<file path="config.mk">
export PLATFORM = sky130hd
export DESIGN_NAME = acc_datapath
export DESIGN_NICKNAME = d
export VERILOG_FILES = /design/src/rtl/acc_pkg.sv /design/src/rtl/acc_operand_mux.sv /design/src/rtl/acc_nibble_adder.sv /design/src/rtl/acc_breg.sv /design/src/rtl/acc_datapath.sv
export SDC_FILE = /design/constraint.sdc
export NUM_CORES = 1
export LEC_CHECK = 0
export ABC_AREA = 1
export BUFFER_PORTS_ARGS = -buffer_cell sky130_fd_sc_hd__buf_2
export CORE_MARGIN = 2
export CORE_UTILIZATION = 52
export DETAILED_ROUTE_END_ITERATION = 8
export PLACE_DENSITY = 0.82
export SETUP_SLACK_MARGIN = 0.2
export SLEW_MARGIN = 20
export SYNTH_ARGS = -nofsm -noshare
export SYNTH_HDL_FRONTEND = slang
export SYNTH_SLANG_ARGS = --single-unit
</file>
<file path="constraint.sdc">
create_clock -name clk -period 8.75 [get_ports clk]
set_clock_uncertainty 0.2 [all_clocks]
set_input_delay 0.875 -clock clk [delete_from_list [all_inputs] [get_ports clk]]
set_output_delay 0.875 -clock clk [all_outputs]
set_load 0.02 [all_outputs]
</file>
<file path="src/rtl/acc_pkg.sv">
package acc_pkg;

  // Adder operation codes; code 3 and 7 are reserved and act as hold
  typedef enum logic [2:0] {
    OP_HOLD = 3'd0,
    OP_CLR  = 3'd1,
    OP_INC  = 3'd2,
    OP_RSV3 = 3'd3,
    OP_ADD  = 3'd4,
    OP_ADDC = 3'd5,
    OP_LOAD = 3'd6,
    OP_RSV7 = 3'd7
  } acc_op_e;

  // Operand register source modes
  typedef enum logic [1:0] {
    BM_HOLD = 2'd0,
    BM_ONES = 2'd1,
    BM_MEM  = 2'd2,
    BM_INV  = 2'd3
  } bmode_e;

endpackage

</file>
<file path="src/rtl/acc_operand_mux.sv">
module acc_operand_mux
  import acc_pkg::*;
#(
  parameter int W = 8
) (
  input  logic [2:0]   op_sel,
  input  logic [W-1:0] acc_val,
  input  logic [W-1:0] b_val,
  output logic [W-1:0] a_in,
  output logic [W-1:0] b_in,
  output logic         cin
);

  always_comb begin
    // default: hold (A = accumulator, B = 0, carry 0)
    a_in = acc_val;
    b_in = '0;
    cin  = 1'b0;
    case (acc_op_e'(op_sel))
      OP_CLR: begin
        a_in = '0;
      end
      OP_INC: begin
        cin = 1'b1;
      end
      OP_ADD: begin
        b_in = b_val;
      end
      OP_ADDC: begin
        b_in = b_val;
        cin  = 1'b1;
      end
      OP_LOAD: begin
        a_in = '0;
        b_in = b_val;
      end
      default: begin
        a_in = acc_val;
      end
    endcase
  end

endmodule

</file>
<file path="src/rtl/acc_nibble_adder.sv">
module acc_nibble_adder #(
  parameter int W = 4
) (
  input  logic [W-1:0] a,
  input  logic [W-1:0] b,
  input  logic         cin,
  output logic [W-1:0] sum,
  output logic         cout
);

  logic [W:0] carry;

  assign carry[0] = cin;

  generate
    for (genvar i = 0; i < W; i++) begin : g_fa
      assign sum[i]     = a[i] ^ b[i] ^ carry[i];
      assign carry[i+1] = (a[i] & b[i]) | (carry[i] & (a[i] ^ b[i]));
    end
  endgenerate

  assign cout = carry[W];

endmodule

</file>
<file path="src/rtl/acc_breg.sv">
module acc_breg
  import acc_pkg::*;
#(
  parameter int W = 8
) (
  input  logic         clk,
  input  logic         rst_n,
  input  logic [1:0]   mode,
  input  logic [W-1:0] din,
  output logic [W-1:0] b_q
);

  logic [W-1:0] b_d;
  logic         b_en;

  always_comb begin
    b_en = 1'b1;
    b_d  = b_q;
    case (bmode_e'(mode))
      BM_HOLD: b_en = 1'b0;
      BM_ONES: b_d  = '1;
      BM_MEM:  b_d  = din;
      BM_INV:  b_d  = ~b_q;
      default: b_en = 1'b0;
    endcase
  end

  always_ff @(posedge clk or negedge rst_n) begin
    if (!rst_n) begin
      b_q <= '0;
    end else if (b_en) begin
      b_q <= b_d;
    end
  end

endmodule

</file>
<file path="src/rtl/acc_datapath.sv">
module acc_datapath
  import acc_pkg::*;
#(
  parameter int NIBBLE_W = 4,
  parameter int NIBBLES  = 2
) (
  input  logic                        clk,
  input  logic                        rst_n,
  input  logic [2:0]                  op_sel,
  input  logic [1:0]                  bmode_sel,
  input  logic [NIBBLE_W*NIBBLES-1:0] mem_din,
  output logic [NIBBLE_W*NIBBLES-1:0] acc_q,
  output logic [NIBBLE_W*NIBBLES-1:0] b_q,
  output logic                        acc_zero
);

  localparam int W = NIBBLE_W * NIBBLES;

  logic [W-1:0]     a_in;
  logic [W-1:0]     b_in;
  logic             cin;
  logic [W-1:0]     sum;
  logic [NIBBLES:0] slice_c;
  logic [W-1:0]     acc_d;
  logic             acc_en;

  acc_operand_mux #(.W(W)) u_mux (
    .op_sel  (op_sel),
    .acc_val (acc_q),
    .b_val   (b_q),
    .a_in    (a_in),
    .b_in    (b_in),
    .cin     (cin)
  );

  assign slice_c[0] = cin;

  generate
    for (genvar n = 0; n < NIBBLES; n++) begin : g_slice
      acc_nibble_adder #(.W(NIBBLE_W)) u_add (
        .a    (a_in[n*NIBBLE_W +: NIBBLE_W]),
        .b    (b_in[n*NIBBLE_W +: NIBBLE_W]),
        .cin  (slice_c[n]),
        .sum  (sum[n*NIBBLE_W +: NIBBLE_W]),
        .cout (slice_c[n+1])
      );
    end
  endgenerate

  acc_breg #(.W(W)) u_breg (
    .clk   (clk),
    .rst_n (rst_n),
    .mode  (bmode_sel),
    .din   (mem_din),
    .b_q   (b_q)
  );

  // accumulator takes the adder sum on every edge; final carry discarded
  always_comb begin
    acc_en = 1'b1;
    acc_d  = sum;
  end

  always_ff @(posedge clk or negedge rst_n) begin
    if (!rst_n) begin
      acc_q <= '0;
    end else if (acc_en) begin
      acc_q <= acc_d;
    end
  end

  assign acc_zero = (acc_q == '0);

  logic unused_cout;
  assign unused_cout = slice_c[NIBBLES];

endmodule

</file>
==> summary.txt <==
Run status
  – Status: finished clean

Logic synthesis
  – Synth Warn #: 0
  – Count leader, synth: inv_1
  – Post-synth EDFFs: 0
  – Syn Area/Cell: 8.632 µm²
  – Yosys cell types: 16
  – Synth Cell Area: 940.9 µm²
  – #FFs+latches synth: 16
  – Primary FF master, synth: dfrtp_1
  – Post-synth top cells: inv_1, nand2_1, dfrtp_1, nor2_1, nand3_1
  – Synth area leaders: dfrtp_1, fa_1, inv_1
  – Post-synth top area share: 0.4255
  – Post-synth ARST share: 1.000
  – Syn_nets: 131
  – Seq/Total Area, Yosys: 0.4255
  – Synth area leader: dfrtp_1
  – Cells after Synth: 109

Power
  – Total Power: 0.2864 mW
  – P per Cell Area: 251.3 nW/µm²
  – P_leak: 0.6264 nW
  – Max IR drop VDD: 0.0001075 V

Final layout
  – Diodes inserted: 0
  – Nets: 165
  – Syn-to-layout area delta: 21.14%
  – Fill cells: 136
  – Ratio of cells with drive above 1 in the final layout: 0.2837
  – Fin cells: 166

Clock tree
  – Worst-Skew Late Latency: 0.28 ns
  – Hold_buf cts: 0
  – Max Root-Sink Buffers: 2
  – # H-tree levels: 1
  – CTS tree: yes
  – PostCTS Resize Cnt: 0
  – Clk pin slew, worst setup/hold paths: 0.09 ns
  – Post-CTS Setup Inserts: 0
  – Clk sinks: 16
  – CTS Root Cell: clkbuf_4
  – CTS Buf Count: 3

Route
  – DRC: 0
  – DRT antenna net count: 0
  – Initial DRC Count: 18
  – Via Count: 825
  – Final wirelength: 1.819 mm
  – DR WL/cell: 10.96 µm
  – Drt pass-1 iters: 4
  – Vias/cell: 4.970

Worst setup path
  – CP max stage delay: 0.39 ns
  – Largest fanout on the critical path: 7
  – Crit path kind: in2reg
  – Crit-path cells: buf_2 > inv_1 > nand3_2 > nand2_4 > inv_4 > nand2_1 > fa_1 > inv_1 > fa_1 > fa_1 > fa_1 > fa_1 > inv_1 > fa_1 > inv_1 > fa_1 > inv_1 > nand4_1 > nand2_1 > inv_1 > nand2_1 > nand2_1
  – Critical path's slowest cell: fa_1
  – Most used cell, CP: fa_1
  – WP buf/inv: 8
  – WP data arrival: 4.29 ns
  – Worst path required time: 8.73 ns
  – Top Family by Delay on Critical Path: adder cells
  – Endpoint class of the critical path: register
  – Type of origin of the critical path: primary input

Timing
  – Final critical-path required period: 4.303 ns
  – Final hold slack: 0.2777 ns
  – Fmax: 232.4 MHz
  – Slew margin rel.: 0.7732
  – Final setup TNS: 0 ns
  – RSZ-0062 raised after global routing: no
  – Final worst path period share: 0.4918
  – Final Hold Vio Count: 0
  – Fin. max-slew vios: 0
  – Final setup fails: 0
  – Worst slew pin tran: 0.3402 ns

Worst hold path
  – Hold WC Path Type: in2async

Job
  – Max cap viols: 0

Place
  – Cells after DPL: 163
  – Port bufs: 31
  – Gp weighted congestion: 0.7241
  – DP Wirelength: 1.541 mm

Global route
  – Antenna violations before repair: 0
  – Total gr overflow: 0
  – Vias in the first global route: 838
  – Largest net degree at the start of global routing: 17
  – Tot GR Track Use: 0.2226
  – First-pass GRT wire length: 3.298 mm

Die
  – Row cnt: 15
  – Die ar.: 2166 µm²
  – I/O pin cnt: 32
  – DIE WIDTH: 46.54 µm
  – Core area: 1708 µm²
  – Die height: 46.54 µm
  – Initial Utilization: 0.5509
-- final timing paths --
path / slack (ns) / endpoint / depth (start not counted) / startpoint
max: 4.45 / acc_q[7] / 22 / op_sel[0]
min: 0.28 / acc_q[4] / 1 / rst_n
max reg2reg: 5.08 / acc_q[7] / 17 / u_breg.b_q[0]
min reg2reg: 0.36 / u_breg.b_q[5] / 1 / u_breg.b_q[5]
max in group asynchronous: 7.82 / u_breg.b_q[7] / 1 / rst_n
min in group clk: 0.36 / u_breg.b_q[5] / 1 / u_breg.b_q[5]
-- cells by family after synthesis --
group / count (synthesis) / share of synthesized area
and+or+nand+nor: 49 / 0.2380
buffers and inverters: 27 / 0.1130
adders and majority gates: 7 / 0.1489
AOI/OAI and AO/OA: 10 / 0.07447
DFF: 16 / 0.4255
-- through the flow --
stage | util | cell area (µm²) | worst slack, ns
4_1_cts | 0.6674 | 1140 | 4.401
6_report | 0.6674 | 1140 | 4.447
3_5_place_dp | 0.6542 | 1117 | 4.156
2_1_floorplan | - | 940.9 | 4.567
3_3_place_gp | 0.6542 | 1117 | 4.280
5_1_grt | 0.6674 | 1140 | 4.192
-- where the power goes --
part           switching, mW  internal (mW)  leakage, nW
clock                 0.0221         0.0160       0.0138
sequential            0.0161         0.0988        0.189
combinational         0.0870         0.0464        0.423
-- cell type report --
type                            count  area [µm²]  share of cell area
Multi-Input combinational cell     66       434.2              0.3809
Inverter                           25       96.34             0.08452
Clock buffer                        3       22.52             0.01976
Timing Repair Buffer               31       155.1              0.1361
Tap cell                           25       31.28             0.02744
Sequential cell                    16       400.4              0.3513
-- flip-flops by register name, summed over array words and instances (netlist names) --
signal	flops
acc_q	8
u_breg.b_q	8
-- cells in the final DEF (no fill, tap or decap) --
cell type / n
dfrtp_1: 16
buf_2: 31
nand2_2: 1
nand2_4: 1
nor4_1: 1
inv_2: 1
o21ai_0: 2
inv_1: 23
fa_1: 7
nand3_1: 10
inv_4: 1
clkbuf_4: 3
o211ai_1: 8
nor2_1: 12
nand3_2: 2
nand4_1: 1
nand2_1: 21
-- layer usage --
metal	part of all wire	GRT usage	up-vias
met5	0	0	-
met4	0.019	0.1029	0
met3	0.054	0.03529	5
met2	0.53	0.4083	29
met1	0.40	0.2469	389
li1	-	-	402
(Power assumes the default switching activity.)
